## config.mk

```make
export PLATFORM = sky130hd
export DESIGN_NAME = daf_top
export DESIGN_NICKNAME = d
export VERILOG_FILES = /design/src/rtl/daf_pkg.sv /design/src/rtl/daf_regs.sv /design/src/rtl/daf_crc.sv /design/src/rtl/daf_track.sv /design/src/rtl/daf_decide.sv /design/src/rtl/daf_top.sv
export SDC_FILE = /design/constraint.sdc
export NUM_CORES = 1
export LEC_CHECK = 0
export BUFFER_PORTS_ARGS = -buffer_cell sky130_fd_sc_hd__buf_2
export CORE_ASPECT_RATIO = 0.8
export CORE_UTILIZATION = 61
export CTS_CLUSTER_SIZE = 24
export DETAILED_ROUTE_END_ITERATION = 16
export HOLD_SLACK_MARGIN = 0.08
export PLACE_DENSITY = 0.79
export SYNTH_ARGS = -nofsm -noshare
export SYNTH_HDL_FRONTEND = slang
export SYNTH_SLANG_ARGS = --single-unit
```

## constraint.sdc

```tcl
create_clock -name clk -period 4.3 [get_ports clk]
set_input_delay 0.215 -clock clk [delete_from_list [all_inputs] [get_ports clk]]
set_output_delay 0.215 -clock clk [all_outputs]
set_load 0.05 [all_outputs]
```

## src/rtl/daf_pkg.sv

```systemverilog
`timescale 1ns/1ps
package daf_pkg;
  localparam int BYTE_W     = 8;
  localparam int ADDR_BYTES = 6;
  localparam int ADDR_W     = BYTE_W * ADDR_BYTES;
  localparam int CNT_W      = $clog2(ADDR_BYTES + 1);
  localparam int CRC_W      = 32;
  localparam int HASH_IDX_W = 6;
  localparam int HASH_BINS  = 1 << HASH_IDX_W;
  localparam int REG_W      = 32;
  localparam int REG_AW     = 3;
  localparam logic [CRC_W-1:0] CRC_POLY = 32'hEDB88320;

  localparam logic [REG_AW-1:0] RA_MODE   = 3'd0;
  localparam logic [REG_AW-1:0] RA_STA_LO = 3'd1;
  localparam logic [REG_AW-1:0] RA_STA_HI = 3'd2;
  localparam logic [REG_AW-1:0] RA_HSH_LO = 3'd3;
  localparam logic [REG_AW-1:0] RA_HSH_HI = 3'd4;

  typedef struct packed {
    logic bcast_off;
    logic hash_perf;
    logic all_multi;
    logic promisc;
  } mode_t;

  typedef struct packed {
    mode_t                  mode;
    logic [ADDR_W-1:0]      station;
    logic [HASH_BINS-1:0]   hash;
  } filt_cfg_t;
endpackage

```

## src/rtl/daf_regs.sv

```systemverilog
`timescale 1ns/1ps
module daf_regs
  import daf_pkg::*;
(
  input  logic              clk,
  input  logic              rst_n,
  input  logic              we,
  input  logic [REG_AW-1:0] addr,
  input  logic [REG_W-1:0]  wdata,
  input  logic              load,
  output filt_cfg_t         act
);
  localparam int MODE_W = $bits(mode_t);
  localparam int STA_HI_W = ADDR_W - REG_W;
  localparam int HALF_H = HASH_BINS / 2;

  filt_cfg_t stg;

  // staged copy, written by software at any time
  always_ff @(posedge clk) begin
    if (!rst_n) begin
      stg <= '0;
    end else if (we) begin
      case (addr)
        RA_MODE:   stg.mode <= mode_t'(wdata[MODE_W-1:0]);
        RA_STA_LO: stg.station[REG_W-1:0] <= wdata;
        RA_STA_HI: stg.station[ADDR_W-1:REG_W] <= wdata[STA_HI_W-1:0];
        RA_HSH_LO: stg.hash[HALF_H-1:0] <= wdata[HALF_H-1:0];
        RA_HSH_HI: stg.hash[HASH_BINS-1:HALF_H] <= wdata[HALF_H-1:0];
        default: ;
      endcase
    end
  end

  // working copy, frozen for the duration of one address
  always_ff @(posedge clk) begin
    if (!rst_n) act <= '0;
    else if (load) act <= stg;
  end
endmodule

```

## src/rtl/daf_crc.sv

```systemverilog
`timescale 1ns/1ps
module daf_crc #(
  parameter int CRC_W = 32,
  parameter int DW    = 8,
  parameter logic [CRC_W-1:0] POLY = 32'hEDB88320
) (
  input  logic             clk,
  input  logic             rst_n,
  input  logic             en,
  input  logic             restart,
  input  logic [DW-1:0]    data,
  output logic [CRC_W-1:0] crc_nxt
);
  logic [CRC_W-1:0] crc_q;
  logic [CRC_W-1:0] crc_in;

  function automatic logic [CRC_W-1:0] step(input logic [CRC_W-1:0] c,
                                            input logic [DW-1:0] d);
    logic [CRC_W-1:0] r;
    r = c;
    for (int i = 0; i < DW; i++) begin
      if (r[0] ^ d[i]) r = (r >> 1) ^ POLY;
      else             r = r >> 1;
    end
    return r;
  endfunction

  assign crc_in  = restart ? '1 : crc_q;
  assign crc_nxt = step(crc_in, data);

  always_ff @(posedge clk) begin
    if (!rst_n)  crc_q <= '1;
    else if (en) crc_q <= crc_nxt;
  end
endmodule

```

## src/rtl/daf_track.sv

```systemverilog
`timescale 1ns/1ps
module daf_track
  import daf_pkg::*;
(
  input  logic              clk,
  input  logic              rst_n,
  input  logic              take,
  input  logic              sof,
  input  logic [BYTE_W-1:0] data,
  output logic              active,
  output logic              last,
  output logic [CNT_W-1:0]  cnt,
  output logic [ADDR_W-1:0] addr_full
);
  localparam logic [CNT_W-1:0] IDLE = CNT_W'(ADDR_BYTES);
  localparam logic [CNT_W-1:0] LAST = CNT_W'(ADDR_BYTES - 1);

  logic [CNT_W-1:0] idx;
  logic             in_frame;

  assign idx      = sof ? '0 : cnt;
  assign in_frame = sof || (cnt < IDLE);
  assign active   = take && in_frame;
  assign last     = active && (idx == LAST);

  always_ff @(posedge clk) begin
    if (!rst_n)      cnt <= IDLE;
    else if (active) cnt <= idx + 1'b1;
  end

  for (genvar i = 0; i < ADDR_BYTES; i++) begin : g_byte
    logic [BYTE_W-1:0] byte_q;
    logic              hit;
    assign hit = active && (idx == CNT_W'(i));
    always_ff @(posedge clk) begin
      if (!rst_n)   byte_q <= '0;
      else if (hit) byte_q <= data;
    end
    assign addr_full[i*BYTE_W +: BYTE_W] = hit ? data : byte_q;
  end
endmodule

```

## src/rtl/daf_decide.sv

```systemverilog
`timescale 1ns/1ps
module daf_decide
  import daf_pkg::*;
(
  input  filt_cfg_t         cfg,
  input  logic [ADDR_W-1:0] addr,
  input  logic [CRC_W-1:0]  crc,
  output logic              accept
);
  logic                  is_bcast;
  logic                  is_mcast;
  logic                  sta_hit;
  logic [HASH_IDX_W-1:0] bin;
  logic                  bin_set;

  always_comb begin
    is_bcast = &addr;
    is_mcast = addr[0];
    sta_hit  = (addr == cfg.station);
    bin      = crc[CRC_W-1 -: HASH_IDX_W];
    bin_set  = cfg.hash[bin];
    accept   = cfg.mode.promisc
             | (is_bcast & ~cfg.mode.bcast_off)
             | (is_mcast & ~is_bcast &
                (cfg.mode.all_multi | (cfg.mode.hash_perf & bin_set)))
             | (~is_mcast & sta_hit);
  end
endmodule

```

## src/rtl/daf_top.sv

```systemverilog
`timescale 1ns/1ps
module daf_top
  import daf_pkg::*;
(
  input  logic              clk,
  input  logic              rst_n,
  input  logic              cfg_we,
  input  logic [REG_AW-1:0] cfg_addr,
  input  logic [REG_W-1:0]  cfg_wdata,
  input  logic              in_valid,
  output logic              in_ready,
  input  logic              in_sof,
  input  logic [BYTE_W-1:0] in_data,
  output logic              vd_valid,
  output logic              vd_accept
);
  filt_cfg_t         act_cfg;
  logic              take;
  logic              active;
  logic              last;
  logic [CNT_W-1:0]  byte_cnt;
  logic [ADDR_W-1:0] addr_full;
  logic [CRC_W-1:0]  crc_nxt;
  logic              accept;

  assign in_ready = 1'b1;
  assign take     = in_valid && in_ready;

  daf_regs u_regs (
    .clk(clk), .rst_n(rst_n), .we(cfg_we), .addr(cfg_addr),
    .wdata(cfg_wdata), .load(take && in_sof), .act(act_cfg)
  );

  daf_track u_track (
    .clk(clk), .rst_n(rst_n), .take(take), .sof(in_sof), .data(in_data),
    .active(active), .last(last), .cnt(byte_cnt), .addr_full(addr_full)
  );

  daf_crc #(.CRC_W(CRC_W), .DW(BYTE_W), .POLY(CRC_POLY)) u_crc (
    .clk(clk), .rst_n(rst_n), .en(active), .restart(in_sof),
    .data(in_data), .crc_nxt(crc_nxt)
  );

  daf_decide u_decide (
    .cfg(act_cfg), .addr(addr_full), .crc(crc_nxt), .accept(accept)
  );

  always_ff @(posedge clk) begin
    if (!rst_n) begin
      vd_valid  <= 1'b0;
      vd_accept <= 1'b0;
    end else begin
      vd_valid  <= last;
      vd_accept <= last && accept;
    end
  end
endmodule

```

# Word-level counts from Yosys, hierarchy flattened
# Index checks and enable logic that the tools add are counted.
[word_totals]
reg_bits = 317
inputBits = 48
out_inout_bits = 3
word_cells = 101
[classes]
addsub = 1
order_cmp = 2
eq_ne = 10
n_mux = 18
bitwise = 28
n_reduce_logical = 18
[ops]
columns = ["op", "count"]
rows = [
  ["two-way mux 32 bit", 9],
  ["inverter 13 -> 14 bit", 8],
  ["equality test 48 bit", 1],
  ["two-way mux 8 bit", 6],
  ["AND reduction 48 bit", 1],
  ["equality test 3 x 2 -> 1 bit (second input constant)", 4],
  ["AND reduction 2 bit", 5],
  ["equality test 3 bit (second input constant)", 3],
  ["logical AND 1 bit", 9],
  ["bitwise XOR 1 bit", 8],
  ["less-than comparator 6 x 7 -> 1 bit (second input constant)", 1],
  ["binary-select mux 1 bit (select 6 bit)", 1],
  ["equality test 3 x 1 -> 1 bit (second input constant)", 2],
  ["zero test 3 bit", 2],
  ["bitwise AND 1 bit", 5],
  ["bitwise OR 1 bit", 4],
  ["adder 3 x 1 -> 3 bit (second input constant)", 1],
  ["less-than comparator 3 bit (second input constant)", 1],
  ["two-way mux 3 bit", 1],
  ["inverter 1 bit", 3],
  ["logical OR 1 bit", 1],
  ["two-way mux 1 bit", 1],
]

# Logic depth before layout (Yosys ltp)
[logic_depth]
word_depth = 25
depth_mapped = 16
mapped_depth_nobuf = 12

# By module
# Synthesis repeated with hierarchy kept, for this count alone.
[unflattened]
cells_unflattened = 1476
hier_area_um2 = 14975.6
[modules_own_cells]
columns = ["module", "n_inst", "cells_per_inst", "area_per_inst_um2", "seq_area_each_um2"]
rows = [
  ["daf_regs", 1, 788, 8629.5, 4644.5],
  ["daf_track", 1, 242, 2555.0, 1021.0],
  ["daf_crc", 1, 300, 2454.9, 640.6],
  ["daf_decide", 1, 139, 1266.2, 0.0],
  ["daf_top", 1, 7, 70.1, 40.0],
]

# Least setup slack after synthesis
# Ideal clock, no wire load.
[synth_path]
path_type = "input to register"
start = "input port in_sof"
end = "register vd_accept"
setup_time_ns = 0.096
t_arrival_ns = 3.186
t_required_ns = 4.204
setup_slack_ns = 1.018
stages = 14
n_path_buf = 3
path_cell_list = "buf_4 -> clkbuf_1 -> buf_1 -> nand2b_1 -> ha_1 -> nand2_1 -> nor2_1 -> mux2_2 -> nand2_1 -> nor4_1 -> nand4_1 -> o21ai_0 -> or3_1 -> o41ai_2"
[synth_via]
elab_chain_len = 22
word_cells_on_any_way = 61
classes_between = "eq/ne (6); mux (18); bitwise (26); reduce/logical (11)"
[synth_rtl]
columns = ["element", "line", "source"]
rows = [
  ["start: declaration", "daf_top.sv:12", "input logic in_sof,"],
  ["two-way mux 32 bit", "daf_crc.sv:28", "assign crc_in = restart ? '1 : crc_q;"],
  ["two-way mux 32 bit (2 in a row)", "daf_crc.sv:22", "if (r[0] ^ d[i]) r = (r >> 1) ^ POLY;"],
  ["bitwise XOR 1 bit", "daf_crc.sv:22", ""],
  ["two-way mux 32 bit", "daf_crc.sv:22", ""],
  ["inverter 13 -> 14 bit (no source line)", "--", ""],
  ["two-way mux 32 bit", "daf_crc.sv:22", ""],
  ["inverter 13 -> 14 bit (no source line)", "--", ""],
  ["two-way mux 32 bit (2 in a row)", "daf_crc.sv:22", ""],
  ["(+4 left out)", "--", ""],
  ["binary-select mux 1 bit (select 6 bit)", "daf_decide.sv:21", "bin_set = cfg.hash[bin];"],
  ["two-way mux 1 bit (not written as such)", "daf_decide.sv:21", ""],
  ["bitwise AND 1 bit", "daf_decide.sv:25", "(cfg.mode.all_multi | (cfg.mode.hash_perf & bin_set)))"],
  ["bitwise OR 1 bit", "daf_decide.sv:25", ""],
  ["bitwise AND 1 bit", "daf_decide.sv:24", "| (is_mcast & ~is_bcast &"],
  ["bitwise OR 1 bit", "daf_decide.sv:24", ""],
  ["bitwise OR 1 bit", "daf_decide.sv:26", "| (~is_mcast & sta_hit);"],
  ["logical AND 1 bit (*)", "daf_top.sv:54", "vd_accept <= last && accept;"],
  ["end signal: assignment", "daf_top.sv:54", ""],
  ["end: declaration", "daf_top.sv:15", "output logic vd_accept"],
]
# Mark *: on every way between the ends. The rest lies on a longest branch, timed or not. The select of a mux whose other input is x is not followed.
# A chain may end at the register's enable or synchronous reset.

# Final worst setup path
[layout_path]
start = "register u_crc.crc_q[0]"
end = "register vd_accept"
[layout_via]
elab_chain_len = 20
[layout_rtl]
columns = ["element", "line", "source"]
rows = [
  ["start: declaration", "daf_crc.sv:14", "logic [CRC_W-1:0] crc_q;"],
  ["start signal: assignment", "daf_crc.sv:33", "else if (en) crc_q <= crc_nxt;"],
  ["two-way mux 32 bit (*)", "daf_crc.sv:28", ""],
  ["bitwise XOR 1 bit (*)", "daf_crc.sv:22", ""],
  ["two-way mux 32 bit (*) (6 in a row)", "daf_crc.sv:22", ""],
  ["bitwise XOR 1 bit (*)", "daf_crc.sv:22", ""],
  ["two-way mux 32 bit (*)", "daf_crc.sv:22", ""],
  ["inverter 13 -> 14 bit (no source line)", "--", ""],
  ["two-way mux 32 bit (*)", "daf_crc.sv:22", ""],
  ["binary-select mux 1 bit (select 6 bit) (*)", "daf_decide.sv:21", ""],
  ["two-way mux 1 bit (not written as such) (*)", "daf_decide.sv:21", ""],
  ["bitwise AND 1 bit (*)", "daf_decide.sv:25", ""],
  ["bitwise OR 1 bit (*)", "daf_decide.sv:25", ""],
  ["bitwise AND 1 bit (*)", "daf_decide.sv:24", ""],
  ["bitwise OR 1 bit (*)", "daf_decide.sv:24", ""],
  ["bitwise OR 1 bit (*)", "daf_decide.sv:26", ""],
  ["logical AND 1 bit (*)", "daf_top.sv:54", ""],
]
# Marks and branches as above.

==> summary.txt <==
Status
  – Status: completed

Place
  – Routability cong.: ~0.92
  – Buffers on Ports: 49
  – Pre-CTS setup slack: 0.7411 ns
  – Detail Placement HPWL: 23670 um

Synthesis
  – Distinct cell type count after synthesis: 61
  – Post-synthesis xor/xnor area fraction: 0.09402
  – Simple-Gate Fraction of Synth Area: 0.2049
  – Post-Syn Area: 14310 um2
  – Post-Syn Instances: about 1600
  – Ys async rst share: 0
  – Seq cells post-synth: 317
  – Post-synthesis compound-gate area fraction: 0.1554
  – Synth warnings: 0
  – Synthesized Nets: around 1700
  – EDFF count, synth: 0
  – Seq/Total Area, Yosys: 0.4436
  – Mux contribution to synthesized area: 0.06175
  – Avg Inst Size Synth: 8.707 um2
  – Adder-cell share of the synthesized area: 0.004373
  – Main synth FF type: dfxtp_1
  – Largest family of logic cells by synthesized area: simple AND/OR/NAND/NOR gates

STA
  – Clk_skew: 0.02073 ns
  – Final setup margin: 0.8540 ns
  – Share of the clock period used by the worst path: 0.8014
  – RSZ-0062 raised after global routing: false
  – Setup TNS: 0 ns
  – Fin. Hold Viols: 0
  – Relative slew slack: 0.1779
  – F_max: 290.2 MHz
  – Worst Tran Pin Value: ~1.2 ns
  – Slew Limit Fails: 0
  – Min Tclk post-route: 3.446 ns
  – Final setup viols: 0

CTS
  – Num Clock Sinks: 317
  – Htree depth: 1
  – Worst-path clk slew: ~0.06 ns
  – CTS Root Cell: clkbuf_16
  – Bufs on Longest Clock Path: 3
  – CTS tree: done
  – Postcts setup bufs: 0
  – Worst skew pair latency: 0.58 ns
  – Num CTS Buffers: 31

Critical path
  – Startpoint types: flip-flop
  – Buf+Inv Stages, Crit Path: 0
  – Critical path class: reg -> reg
  – Crit path cell chain: xnor2_2, nor2_2, xnor2_4, xor3_4, mux4_2, a21oi_1, nor2b_1, or4_4, o41ai_2
  – Crit-path max FO: 17
  – Crit-path slowest cell: xor3_4
  – Critical path arrival: 3.92 ns
  – Worst path required time: 4.78 ns
  – Worst path max stage delay: approximately 0.64 ns
  – CP delay by family, top: XOR/XNOR gates
  – CP endpoint kind: flip-flop

Final layout
  – Final #Nets: 1712
  – Commonest non-fill, non-tap cell in the layout: nand2_1
  – Final design utilization: 0.7057
  – Commonest cells after routing, fill and taps aside: 507 x nand2_1, 317 x dfxtp_1, 231 x a21boi_0
  – Share of layout cells above drive strength 1: 0.09447
  – N_diodes: 0
  – Area delta synth->final: 12.20%

Pwr
  – Pleak: 5.799 nW
  – Power Dens Cells: 441.0 nW/um2
  – Sw Ratio: 0.2665
  – Net Sw Power: 0.001887 W
  – Seq pwr share: 0.438
  – Gate power share: 0.162
  – Internal: 0.005193 W
  – Peak supply drop: 0.4463 mV
  – Clock power share: 0.400

Drt
  – Initial DRC count: around 1100
  – Residual DRC count: 0
  – Drt via density: 5.721
  – Pre-antenna DRT Iters: 5
  – Detailed Route WL: ~36000 um
  – Wire per inst: approximately 18 um
  – Routed via count: 11379
  – Final ANT Viol Nets: 0

Die
  – CORE AREA: between 20000 and 25000 um2
  – Starting Density: 0.6290
  – Num rows: 49
  – Width of the die: 173.2 um
  – Die area: 24070 um2
  – I/O pins: 51
  – Die Height: 139.0 um

Global route
  – Total gr overflow: 0
  – Pin count of the biggest net entering global routing: 122
  – Antenna violations before repair: 0
  – Vias in the first global route: 10701
  – GRT Util Overall: 0.3031
  – First-pass GRT wire length: 58420 um

Worst hold path
  – Hold WC Path Type: in -> reg

Job
  – Max-cap violations: 0
## through the flow
step           total power, W  area, um2  cells  hold slack, ns
6_report             0.007079      16050   1989          0.1455
3_5_place_dp         0.004276      14660   1899          0.4572
2_1_floorplan        0.004045      14310   1643          0.3599
4_1_cts              0.007089      16050   1989          0.1313
3_3_place_gp         0.004255      14660   1899          0.4479
5_1_grt              0.007329      16050   1989          0.1659
## power groups by stage
stage | clock, W | sequential (W) | combinational (W)
final | 0.00283 | 0.00310 | 0.00115
after detailed placement | 0 | 0.00316 | 0.00112
after floorplan | 0 | 0.00313 | 0.000919
after global placement | 0 | 0.00316 | 0.00110
after CTS | 0.00285 | 0.00310 | 0.00114
after global routing | 0.00297 | 0.00310 | 0.00125
## final timing paths
path                endpoint  cells after the start  slack, ns           start
max                vd_accept                      9       0.85  u_crc.crc_q[0]
min          u_crc.crc_q[17]                      2       0.15           rst_n
max reg2reg        vd_accept                      9       0.85  u_crc.crc_q[0]
min reg2reg   u_regs.act[56]                      2       0.46  u_regs.stg[56]
## worst reg2reg max path, cell delays in order (launching register included)
cell and delay, ns:
dfxtp_1 0.59, xnor2_2 0.18, nor2_2 0.10, xnor2_4 0.34, xor3_4 0.64, mux4_2 0.41
a21oi_1 0.08, nor2b_1 0.18, or4_4 0.51, o41ai_2 0.32
## layer usage
layer | GRT usage | wire [um] | vias to the layer above
met3 | 0.05016 | 2739 | 54
li1 | - | - | 5458
met5 | 0 | 0 | -
met1 | 0.4452 | 16790 | 5466
met2 | 0.4635 | 16070 | 401
met4 | 0.07406 | 693 | 0
## timing repair
item / in CTS / in global routing
resized for setup: 0 / 0
endpoints found under the setup margin: 0 / 0
hold buffers: 33 / 0
hold endpoints to repair: 117 / 0
## cell usage after synthesis (all sizes together) (3+ instances only)
library cell / instances / area share
nand2: 508 / 0.13
dfxtp: 317 / 0.44
a21boi: 231 / 0.12
xnor2: 105 / 0.068
clkbuf: 101 / 0.026
nor2b: 55 / 0.024
mux2i: 53 / 0.037
nor2: 48 / 0.014
o211ai: 33 / 0.017
xor2: 29 / 0.019
buf: 19 / 0.0073
mux4: 15 / 0.024
nand3: 15 / 0.0052
nor4: 15 / 0.0066
o21ai: 13 / 0.0045
nand4: 11 / 0.0048
and2: 9 / 0.0039
a21oi: 8 / 0.0028
and3: 7 / 0.0031
inv: 7 / 0.0018
ha: 5 / 0.0044
a211oi: 4 / 0.0021
xnor3: 3 / 0.0048
## kinds of logic (layout without fill, tap and decap cells)
group	count (synthesis)	count (layout)
other	1	1
multiplexers	69	69
adder cells (fa/ha/maj)	5	5
AO/OA/AOI/OAI	301	301
XOR/XNOR	138	138
AND/OR/NAND/NOR	685	685
buffers and inverters	127	167
flip-flops	317	317
## cell type report
cell class / count / area (um2)
fill: 1735 / 6694
timing repair buffer: 103 / 752.0
tap: 306 / 382.9
sequential: 317 / 6346
clock inverter: 17 / 216.5
clock buffer: 40 / 849.6
multi-input combinational: 1199 / 7478
inverter: 7 / 26.28
## sequential cells by signal, indices dropped and copies added, names as in the netlist
register,count
vd_valid,1
u_regs.stg,116
u_track.cnt,3
u_regs.act,116
u_crc.crc_q,32
vd_accept,1
u_track.g_byte.byte_q,48
Note: power is estimated with default switching activity, not from simulation.
